<file path="config.mk">
export PLATFORM = sky130hd
export DESIGN_NAME = grp_port_irq
export DESIGN_NICKNAME = d
export VERILOG_FILES = /design/src/rtl/gpi_pkg.sv /design/src/rtl/gpi_rst_sync.sv /design/src/rtl/gpi_sync.sv /design/src/rtl/gpi_port_combine.sv /design/src/rtl/gpi_sticky.sv /design/src/rtl/grp_port_irq.sv
export SDC_FILE = /design/constraint.sdc
export NUM_CORES = 1
export LEC_CHECK = 0
export ABC_AREA = 1
export BUFFER_PORTS_ARGS = -buffer_cell sky130_fd_sc_hd__buf_2
export CORE_ASPECT_RATIO = 1.5
export CORE_MARGIN = 3
export CORE_UTILIZATION = 47
export DETAILED_ROUTE_END_ITERATION = 6
export PLACE_DENSITY = 0.82
export SLEW_MARGIN = 20
export SYNTH_ARGS = -nofsm -noshare
export SYNTH_HDL_FRONTEND = slang
export SYNTH_SLANG_ARGS = --single-unit
</file>
<file path="constraint.sdc">
create_clock -name clk -period 1.4 [get_ports clk]
set_input_delay 0.14 -clock clk [delete_from_list [all_inputs] [get_ports clk]]
set_output_delay 0.14 -clock clk [all_outputs]
set_load 0.02 [all_outputs]
</file>
<file path="src/rtl/gpi_pkg.sv">
package gpi_pkg;

  // Per-port reporting mode
  typedef enum logic {
    GPI_LEVEL = 1'b0,
    GPI_EDGE  = 1'b1
  } gpi_mode_e;

  // Number of flops in the input synchronizer (fixed by design)
  localparam int unsigned GPI_SYNC_STAGES = 2;

endpackage

</file>
<file path="src/rtl/gpi_rst_sync.sv">
module gpi_rst_sync (
  input  logic clk,
  input  logic rst_n,
  output logic rst_sync_n
);

  logic meta_q;
  logic hold_q;
  logic meta_d;
  logic hold_d;

  always_comb begin
    meta_d = 1'b1;
    hold_d = meta_q;
  end

  always_ff @(posedge clk or negedge rst_n) begin
    if (!rst_n) begin
      meta_q <= 1'b0;
      hold_q <= 1'b0;
    end else begin
      meta_q <= meta_d;
      hold_q <= hold_d;
    end
  end

  assign rst_sync_n = hold_q;

endmodule

</file>
<file path="src/rtl/gpi_sync.sv">
module gpi_sync #(
  parameter int unsigned WIDTH = 8
) (
  input  logic             clk,
  input  logic             rst_n,
  input  logic [WIDTH-1:0] pin_i,
  output logic [WIDTH-1:0] sync_o
);

  logic [WIDTH-1:0] first_q;
  logic [WIDTH-1:0] second_q;
  logic [WIDTH-1:0] first_d;
  logic [WIDTH-1:0] second_d;

  always_comb begin
    first_d  = pin_i;
    second_d = first_q;
  end

  always_ff @(posedge clk or negedge rst_n) begin
    if (!rst_n) begin
      first_q  <= '0;
      second_q <= '0;
    end else begin
      first_q  <= first_d;
      second_q <= second_d;
    end
  end

  assign sync_o = second_q;

  // Warm-up counter so the delay check looks no further back than reset
  logic [1:0] warm_q;
  always_ff @(posedge clk or negedge rst_n) begin
    if (!rst_n)              warm_q <= '0;
    else if (warm_q != 2'd2) warm_q <= warm_q + 2'd1;
  end

  assert_sync_delay_R6: assert property (@(posedge clk) disable iff (!rst_n)
    (warm_q == 2'd2) |-> (sync_o == $past(pin_i, 2)))
    else $error("synchronizer output is not the input two edges earlier");

endmodule

</file>
<file path="src/rtl/gpi_port_combine.sv">
module gpi_port_combine #(
  parameter int unsigned WIDTH = 8
) (
  input  logic             clk,
  input  logic             rst_n,
  input  logic [WIDTH-1:0] sync_i,
  input  logic [WIDTH-1:0] enable_i,
  input  logic [WIDTH-1:0] polarity_i,
  output logic             raw_d_o,
  output logic             raw_q_o
);

  logic [WIDTH-1:0] active;
  logic [WIDTH-1:0] contrib;
  logic             raw_d;
  logic             raw_q;

  // Per-pin term: level matched against polarity, gated by the mask
  genvar i;
  generate
    for (i = 0; i < WIDTH; i++) begin : g_pin
      assign active[i]  = sync_i[i] ^ polarity_i[i];
      assign contrib[i] = active[i] & enable_i[i];
    end
  endgenerate

  always_comb begin
    raw_d = |contrib;
  end

  always_ff @(posedge clk or negedge rst_n) begin
    if (!rst_n) raw_q <= 1'b0;
    else        raw_q <= raw_d;
  end

  assign raw_d_o = raw_d;
  assign raw_q_o = raw_q;

  assert_mask_off_low_R5: assert property (@(posedge clk) disable iff (!rst_n)
    (enable_i == '0) |=> !raw_q)
    else $error("request set while every enable bit was clear");

endmodule

</file>
<file path="src/rtl/gpi_sticky.sv">
module gpi_sticky
  import gpi_pkg::*;
(
  input  logic      clk,
  input  logic      rst_n,
  input  gpi_mode_e mode_i,
  input  logic      raw_d_i,
  input  logic      raw_q_i,
  input  logic      clr_i,
  output logic      sticky_o
);

  logic sticky_q;
  logic sticky_d;
  logic rise;

  always_comb begin
    rise = raw_d_i & ~raw_q_i;
    if (mode_i != GPI_EDGE)  sticky_d = 1'b0;
    else if (rise)           sticky_d = 1'b1;
    else if (clr_i)          sticky_d = 1'b0;
    else                     sticky_d = sticky_q;
  end

  always_ff @(posedge clk or negedge rst_n) begin
    if (!rst_n) sticky_q <= 1'b0;
    else        sticky_q <= sticky_d;
  end

  assign sticky_o = sticky_q;

  assert_rise_sets_R8: assert property (@(posedge clk) disable iff (!rst_n)
    ($past(mode_i == GPI_EDGE) && $rose(raw_q_i)) |-> sticky_q)
    else $error("request rose in edge mode but flag is clear");

  assert_flag_holds_R9: assert property (@(posedge clk) disable iff (!rst_n)
    (sticky_q && mode_i == GPI_EDGE && !clr_i) |=> sticky_q)
    else $error("flag dropped without a clear");

  assert_clear_works_R9: assert property (@(posedge clk) disable iff (!rst_n)
    (mode_i == GPI_EDGE && clr_i && !(raw_d_i && !raw_q_i)) |=> !sticky_q)
    else $error("clear strobe did not clear the flag");

  assert_level_no_flag_R11: assert property (@(posedge clk) disable iff (!rst_n)
    (mode_i == GPI_LEVEL) |=> !sticky_q)
    else $error("flag set while in level mode");

endmodule

</file>
<file path="src/rtl/grp_port_irq.sv">
module grp_port_irq
  import gpi_pkg::*;
#(
  parameter int unsigned NUM_PORTS = 2,
  parameter int unsigned PIN_W     = 8
) (
  input  logic                       clk,
  input  logic                       rst_n,
  input  logic [NUM_PORTS*PIN_W-1:0] pins_i,
  input  logic [NUM_PORTS*PIN_W-1:0] enable_i,
  input  logic [NUM_PORTS*PIN_W-1:0] polarity_i,
  input  logic [NUM_PORTS-1:0]       edge_mode_i,
  input  logic [NUM_PORTS-1:0]       clr_i,
  output logic [NUM_PORTS-1:0]       irq_o
);

  localparam int unsigned TOTAL_W = NUM_PORTS * PIN_W;

  logic                 rst_sync_n;
  logic [TOTAL_W-1:0]   synced;
  logic [NUM_PORTS-1:0] raw_d;
  logic [NUM_PORTS-1:0] raw_q;
  logic [NUM_PORTS-1:0] sticky;

  gpi_rst_sync u_rst (
    .clk        (clk),
    .rst_n      (rst_n),
    .rst_sync_n (rst_sync_n)
  );

  genvar p;
  generate
    for (p = 0; p < NUM_PORTS; p++) begin : g_port
      gpi_mode_e mode;
      assign mode = gpi_mode_e'(edge_mode_i[p]);

      gpi_sync #(.WIDTH(PIN_W)) u_sync (
        .clk    (clk),
        .rst_n  (rst_sync_n),
        .pin_i  (pins_i[p*PIN_W +: PIN_W]),
        .sync_o (synced[p*PIN_W +: PIN_W])
      );

      gpi_port_combine #(.WIDTH(PIN_W)) u_comb (
        .clk        (clk),
        .rst_n      (rst_sync_n),
        .sync_i     (synced[p*PIN_W +: PIN_W]),
        .enable_i   (enable_i[p*PIN_W +: PIN_W]),
        .polarity_i (polarity_i[p*PIN_W +: PIN_W]),
        .raw_d_o    (raw_d[p]),
        .raw_q_o    (raw_q[p])
      );

      gpi_sticky u_stk (
        .clk      (clk),
        .rst_n    (rst_sync_n),
        .mode_i   (mode),
        .raw_d_i  (raw_d[p]),
        .raw_q_i  (raw_q[p]),
        .clr_i    (clr_i[p]),
        .sticky_o (sticky[p])
      );

      assign irq_o[p] = (mode == GPI_EDGE) ? sticky[p] : raw_q[p];
    end
  endgenerate

  assert_reset_quiet_R7: assert property (@(posedge clk)
    (!rst_sync_n) |-> (irq_o == '0))
    else $error("request active during reset");

endmodule

</file>
==> results of run 1 <==
layout make-up:
type,instances,area (sq um),area share [%]
Multi-Input combinational cell,77,314,15.3
Clock buffer,6,82.6,4.03
Inverter,34,128,6.23
Clock inverter,2,60.1,2.93
Sequential cell,38,951,46.5
Tap cell,37,46.3,2.26
Timing Repair Buffer,73,465,22.7
routing by layer:
metal / global-route usage, % / wire (um)
met5: 0 / 0
met2: 32.0 / 1550
met3: 5.11 / 118
met1: 15.5 / 909
met4: 8.98 / 54
sequential cells by signal, indices dropped and copies added (netlist names):
register               flops
g_port.u_sync.sync_o      16
g_port.u_sync.first_q     16
u_rst.rst_sync_n           1
u_rst.hold_d               1
g_port.u_stk.sticky_o      2
g_port.u_comb.raw_q_o      2
logic make-up after synthesis:
family | count (synthesis) | share of synthesized area, %
buffers and inverters | 34 | 9.16
DFF | 38 | 68.3
other | 1 | 0.269
and+or+nand+nor | 76 | 22.3
through the flow:
| stage | hold WS, ns | cell area [sq um] |
|---|---|---|
| 4_1_cts | 0.0954 | 2050 |
| 2_1_floorplan | -0.156 | 1390 |
| 5_1_grt | 0.121 | 2050 |
| 6_report | 0.0991 | 2050 |
| 3_5_place_dp | -0.0730 | 1730 |
| 3_3_place_gp | -0.0740 | 1730 |
worst reg2reg max path: stages, from the launching register on:
cell and delay (ns):
dfrtp_1 0.39, inv_1 0.07, nand2_1 0.05, nand3_1 0.06, nand2_1 0.05, nor2_1 0.10
nand2_1 0.07, nand2_1 0.06, nand2_1 0.04
synth_stat cells:
cell type	count	area, sq um
inv_1	34	128
conb_1	1	3.75
nand2_1	52	195
nor2_1	6	22.5
dfrtp_1	38	951
or2_2	2	12.5
nand3_1	16	80.1
timing repair:
action                    4_1_cts  5_1_grt
hold endpoints to repair       18        0
buffers inserted                0        0
hold buffers                   17        0
final timing paths:
check,slack (ns),end,cells after the start
worst max-delay path,0.33,irq_o[0],3
worst min-delay path,0.1,g_port[0].u_stk.sticky_o,3
worst max register to register,0.41,g_port[1].u_stk.sticky_o,8
worst min register to register,0.16,g_port[0].u_sync.first_q[0],0
max in group asynchronous,0.78,g_port[1].u_sync.first_q[6],1
min in group asynchronous,0.16,g_port[0].u_sync.first_q[0],0
power by group:
| part | switching (mW) | leakage [nW] | internal, mW | total [mW] |
|---|---|---|---|---|
| combinational | 0.0998 | 0.665 | 0.128 | 0.228 |
| sequential | 0.0256 | 0.442 | 1.15 | 1.18 |
| clock | 0.355 | 0.0714 | 0.759 | 1.11 |
==> metrics.md, run 1 <==
| Metric | Value |
|---|---|
| Status | finished clean |
| Critical path's largest stage delay | between 0.3 and 0.4 ns |
| Starting Density | 50.4% |
| Clock-pin slew on the worst setup and hold paths | 0.07 ns |
| Warnings from Yosys | 0 |
| GPL Wtd Cong | 0.717 |
| Finished Layout Cells | 267 |
| Mean number of vias per cell | roughly 4.3 |
| IO Count | 56 |
| H-tree Lvls | 2 |
| Maximum clock frequency | 937 MHz |
| Initial antenna violation count | 0 |
| Total track usage | 16.8% |
| # diodes | 0 |
| Drt drc | 0 |
| Setup crit start kind | flop |
| First-pass GRT wire length | 4500 um |
| Nets@finish | 283 |
| Avg WL per Cell | 9.88 um |
| First-pass DRT Iterations | 2 |
| Num rows | 23 |
| Hpwl dp | 1930 um |
| Seq/Total Area, Yosys | 68.3% |
| Number of max-cap violations | 0 |
| Final setup violation count | 0 |
| Type of the tightest min-delay check | in2reg |
| Worst-path maximum fanout | 2 |
| Slowest stage cell on the critical path | dfrtp_1 |
| Clock skew | about 0.0029 ns |
| Reg-to-reg startpoint | g_port[1].u_sync.sync_o[0] |
| Final hold vios | 0 |
| Die Wd | 50.4 um |
| Delay-heaviest family, CP | flip-flops |
| Vias in the first global route | 1146 |
| Largest net degree at the start of global routing | 29 |
| Initial DRC Count | 20 |
| Worst path most repeated cell | nand2_1 |
| Final core utilization | around three quarters |
| Pre-CTS WS | 0.427 ns |
| CP Cell Sequence | nand2_1 -> nand2_1 -> buf_2 |
| Setup crit start | g_port[0].u_stk.sticky_o |
| Pwr dens | 1230 nW/um^2 |
| CTS sink count | 38 |
| I/O Buffers | 55 |
| Core area | around 2800 sq um |
| VDD IR max | 1030 uV |
| Drt total wl | between 2000 and 3000 um |
| Post-route setup slack | about 0.33 ns |
| Cts bufs inserted | 5 |
| Setup TNS | 0 ns |
| Syn nets | around 200 |
| Library cells used by synthesis | 7 |
| WP data required | ~1.3 ns |
| Lkg Pwr | 1.18 nW |
| # fillers | 224 |
| Share of cells above drive strength 1 | 28.7% |
| Setup CP Type | reg2out |
| PostCTS Resize Cnt | 0 |
| Total number of vias | ~1.1k |
| Synth Instances | 149 |
| Worst hold start | clr_i[0] |
| Final period util | 76.3% |
| #FFs+latches synth | 38 |
| Root Driver | clkbuf_8 |
| Worst Path Buf+Inv | 1 |
| CTS tree | done |
| Die Y-Extent | 72.7 um |
| Die area | 3670 sq um |
| Total chip power | 2.52 mW |
| Longest Clk Path Bufs | 2 |
| Unrepaired setup endpoints after global routing | false |
| Mapped cell area | 1390 sq um |
| CP arrival | just over 0.9 ns |
| Final Max Slew Viols | 0 |
| Inst Count DP | roughly 240 |
| Most frequent cells in the layout | 55 x buf_2, 52 x nand2_1, 38 x dfrtp_1, 34 x inv_1, 17 x dlygate4sd3_1 |
| Critical Path End Type | output port |
| Syn Area/Cell | around 9.3 sq um |
| Synth-to-Final Area Change | 47.0% |
| Clock Latency Late Sink | 0.28 ns |
| GRT overflow | 0 |
| Final ANT Viol Nets | 0 |
| Leading cell type in the layout, fill and taps excluded | buf_2 |
| Minimum clock period | 1.07 ns |
(Power assumes the default switching activity.)
==> inputs of run 2 (changes only) <==
--- a/config.mk
+++ b/config.mk
@@ -9,9 +9,9 @@
 export BUFFER_PORTS_ARGS = -buffer_cell sky130_fd_sc_hd__buf_2
 export CORE_ASPECT_RATIO = 1.5
 export CORE_MARGIN = 3
-export CORE_UTILIZATION = 47
+export CORE_UTILIZATION = 42
 export DETAILED_ROUTE_END_ITERATION = 6
-export PLACE_DENSITY = 0.82
+export PLACE_DENSITY = 0.78
 export SLEW_MARGIN = 20
 export SYNTH_ARGS = -nofsm -noshare
 export SYNTH_HDL_FRONTEND = slang
==> constraint.sdc (replaced) <==
create_clock -name clk -period 0.9 [get_ports clk]
set_input_delay 0.09 -clock clk [delete_from_list [all_inputs] [get_ports clk]]
set_output_delay 0.09 -clock clk [all_outputs]
set_load 0.02 [all_outputs]
==> run 2 against run 1 <==
The run now ends with negative setup slack left. Sequential share of layout area rose by 0.52 points. Final cell count up 1.5%. First-iteration DRC count down 55%. Largest cell class unchanged. Non-clock buffer count increased by 1. Critical endpoint is now irq_o[1]. Critical path depth did not move. Via count is 0.44% lower. Count of clock-buffer cells in the layout did not move. Core utilization decreased by 9.9 points. Power up 42%. Worst setup slack lost 0.42 ns. Sequential cell count unchanged. Clock skew is 0.0030 ns higher.
==> metrics.md, run 2 (synthesized netlist as in run 1, its figures left out) <==
| Metric | Value |
|---|---|
| Final hold vios | 0 (unchanged) |
| Lkg Pwr | 1.16 nW (was 1.18 nW) |
| Setup CP Type | reg2out (unchanged) |
| Pwr dens | 1760 nW/um^2 (was 1230 nW/um^2) |
| Drt total wl | 2540 um (was 2640 um) |
| First-pass GRT wire length | 4360 um (was 4500 um) |
| WP data required | 0.81 ns (was 1.26 ns) |
| Pre-CTS WS | -0.0906 ns (was 0.427 ns) |
| IO Count | 56 (unchanged) |
| Drt drc | 0 (unchanged) |
| GRT overflow | 0 (unchanged) |
| CTS tree | done (unchanged) |
| Grt met2 use | 26.2% (was 32.0%) |
| Failing checks | negative setup slack |
| Synth-to-Final Area Change | 45.6% (was 47.0%) |
| Final ANT Viol Nets | 0 (unchanged) |
| Core area | 3160 sq um (was 2760 sq um) |
| Hpwl dp | 1860 um (was 1930 um) |
| Vias in the first global route | 1148 (was 1146) |
| Final core utilization | 64.2% (was 74.1%) |
| Grt met3 use | 4.31% (was 5.11%) |
| Clock skew | 0.00588 ns (was 0.00291 ns) |
| Share of cells above drive strength 1 | 29.0% (was 28.7%) |
| Setup TNS | -0.322 ns (was 0 ns) |
| Die Wd | 53.0 um (was 50.4 um) |
| Leading cell type in the layout, fill and taps excluded | buf_2 (unchanged) |
| Number of max-cap violations | 0 (unchanged) |
| Clock-pin slew on the worst setup and hold paths | 0.07 ns (about the same) |
| Avg WL per Cell | 9.37 um (was 9.88 um) |
| Total number of vias | 1133 (was 1138) |
| Num rows | 25 (was 23) |
| Critical Path End Type | output port (unchanged) |
| Total chip power | 3.57 mW (was 2.52 mW) |
| Post-CTS Setup Inserts | 0 (unchanged) |
| Final Max Slew Viols | 0 (unchanged) |
| Setup crit start kind | flop (unchanged) |
| Status | complete, but fails checks (was finished clean) |
| Minimum clock period | 0.991 ns |
| Final setup violation count | 4 (was 0) |
| VDD IR max | 1360 uV (was 1030 uV) |
| Largest net degree at the start of global routing | 22 (was 29) |
| Clock Latency Late Sink | 0.28 ns (about the same) |
| Total track usage | 14.9% (was 16.8%) |
| H-tree Lvls | 2 (unchanged) |
| Die Y-Extent | 76.5 um (was 72.7 um) |
| Gr busiest metal | met2 (unchanged) |
| GR Util met1 | 14.3% (was 15.5%) |
| Starting Density | 44.1% (was 50.4%) |
| Hold_ws | 0.0484 ns (was 0.0991 ns) |
| Final period util | 110% |
| CP arrival | 0.90 ns (was 0.93 ns) |
| GPL Wtd Cong | 0.808 (was 0.717) |
| Initial antenna violation count | 0 (unchanged) |
| First-pass DRT Iterations | 4 (was 2) |
| Initial DRC Count | 9 (was 20) |
| Longest Clk Path Bufs | 2 (unchanged) |
| Worst-path maximum fanout | 2 (unchanged) |
| CTS sink count | 38 (unchanged) |
| Most frequent cells in the layout | 53 x buf_2, 52 x nand2_1, 37 x dfrtp_1, 34 x inv_1, 17 x dlygate4sd3_1 (was 55 x buf_2, 52 x nand2_1, 38 x dfrtp_1, 34 x inv_1, 17 x dlygate4sd3_1) |
| Post-route setup slack | -0.0909 ns (was 0.332 ns) |
| Type of the tightest min-delay check | in2reg (unchanged) |
| Root Driver | clkbuf_8 (unchanged) |
| Unrepaired setup endpoints after global routing | true (was false) |
| # diodes | 0 (unchanged) |
| Cts bufs inserted | 5 (unchanged) |
| Die area | 4060 sq um (was 3670 sq um) |
| Mean number of vias per cell | 4.18 (was 4.26) |
| Nets@finish | 284 (was 283) |
| Maximum clock frequency | between 1000 and 1500 MHz |
| I/O Buffers | 55 (unchanged) |
==> run 2: changes by cell type in the layout (fill, tap and decap cells not counted) <==
cell	before	now
clkinvlp_4	0	1
buf_2	55	53
clkbuf_8	6	5
buf_6	0	2
clkbuf_1	0	1
dfrtp_2	0	1
dfrtp_1	38	37
buf_12	1	0
buf_4	0	2
bufinv_16	2	1
==> run 2: what timing repair did <==
action | in CTS | in global routing
gates resized for setup | 4 | 0
endpoints found under the hold margin | 18 | 0
hold buffers | 17 | 0
setup endpoints to repair | 5 | 6
pin swaps | 9 | 6
==> run 2: critical path: stages, from the launching register on <==
cell     delay, ns
dfrtp_1       0.38
nand2_1       0.06
nand2_1       0.05
buf_6         0.13
==> run 2: through the flow <==
| stage | instances | instance area, sq um |
|---|---|---|
| 5_1_grt | 271 | 2030 |
| 3_5_place_dp | 246 | 1730 |
| 2_1_floorplan | 149 | 1390 |
| 3_3_place_gp | 246 | 1730 |
| 4_1_cts | 271 | 2030 |
| 6_report | 271 | 2030 |
==> run 2: area by class of cell <==
type                       count  area, sq um
inverter                      34          128
tap                           40         50.0
clock inverter                 2         37.5
clock buffer                   6         72.6
timing repair buffer          74          473
sequential                    38          952
multi-input combinational     77          314
fill                         269         1130
==> run 2: path summary, 6_finish.rpt <==
path                                                  from                    endpoint  slack (ns)  cells past startpoint
worst min-delay path                              clr_i[1]    g_port[1].u_stk.sticky_o        0.05                      3
max in group asynchronous                 u_rst.rst_sync_n    g_port[0].u_stk.sticky_o        0.45                      1
min in group asynchronous                            rst_n            u_rst.rst_sync_n        0.13                      2
worst min register to register            u_rst.rst_sync_n  g_port[1].u_sync.sync_o[0]        0.22                      1
worst max register to register  g_port[0].u_sync.sync_o[3]    g_port[0].u_stk.sticky_o       -0.08                      8
worst max-delay path              g_port[1].u_comb.raw_q_o                    irq_o[1]       -0.09                      3
==> run 2: metal layers <==
| metal | vias to the layer above | part of all wire, % |
|---|---|---|
| met5 | - | 0 |
| met4 | 0 | 3.4 |
| met3 | 9 | 5.6 |
| met2 | 32 | 55 |
| met1 | 498 | 36 |
| li1 | 594 | - |
==> run 2: where the power goes <==
group	internal (mW)	switching, mW	leakage, nW	total, mW
clock network	0.826	0.547	0.0514	1.37
registers	1.79	0.0333	0.441	1.83
logic	0.206	0.164	0.670	0.370
total	2.82	0.744	1.16	3.57
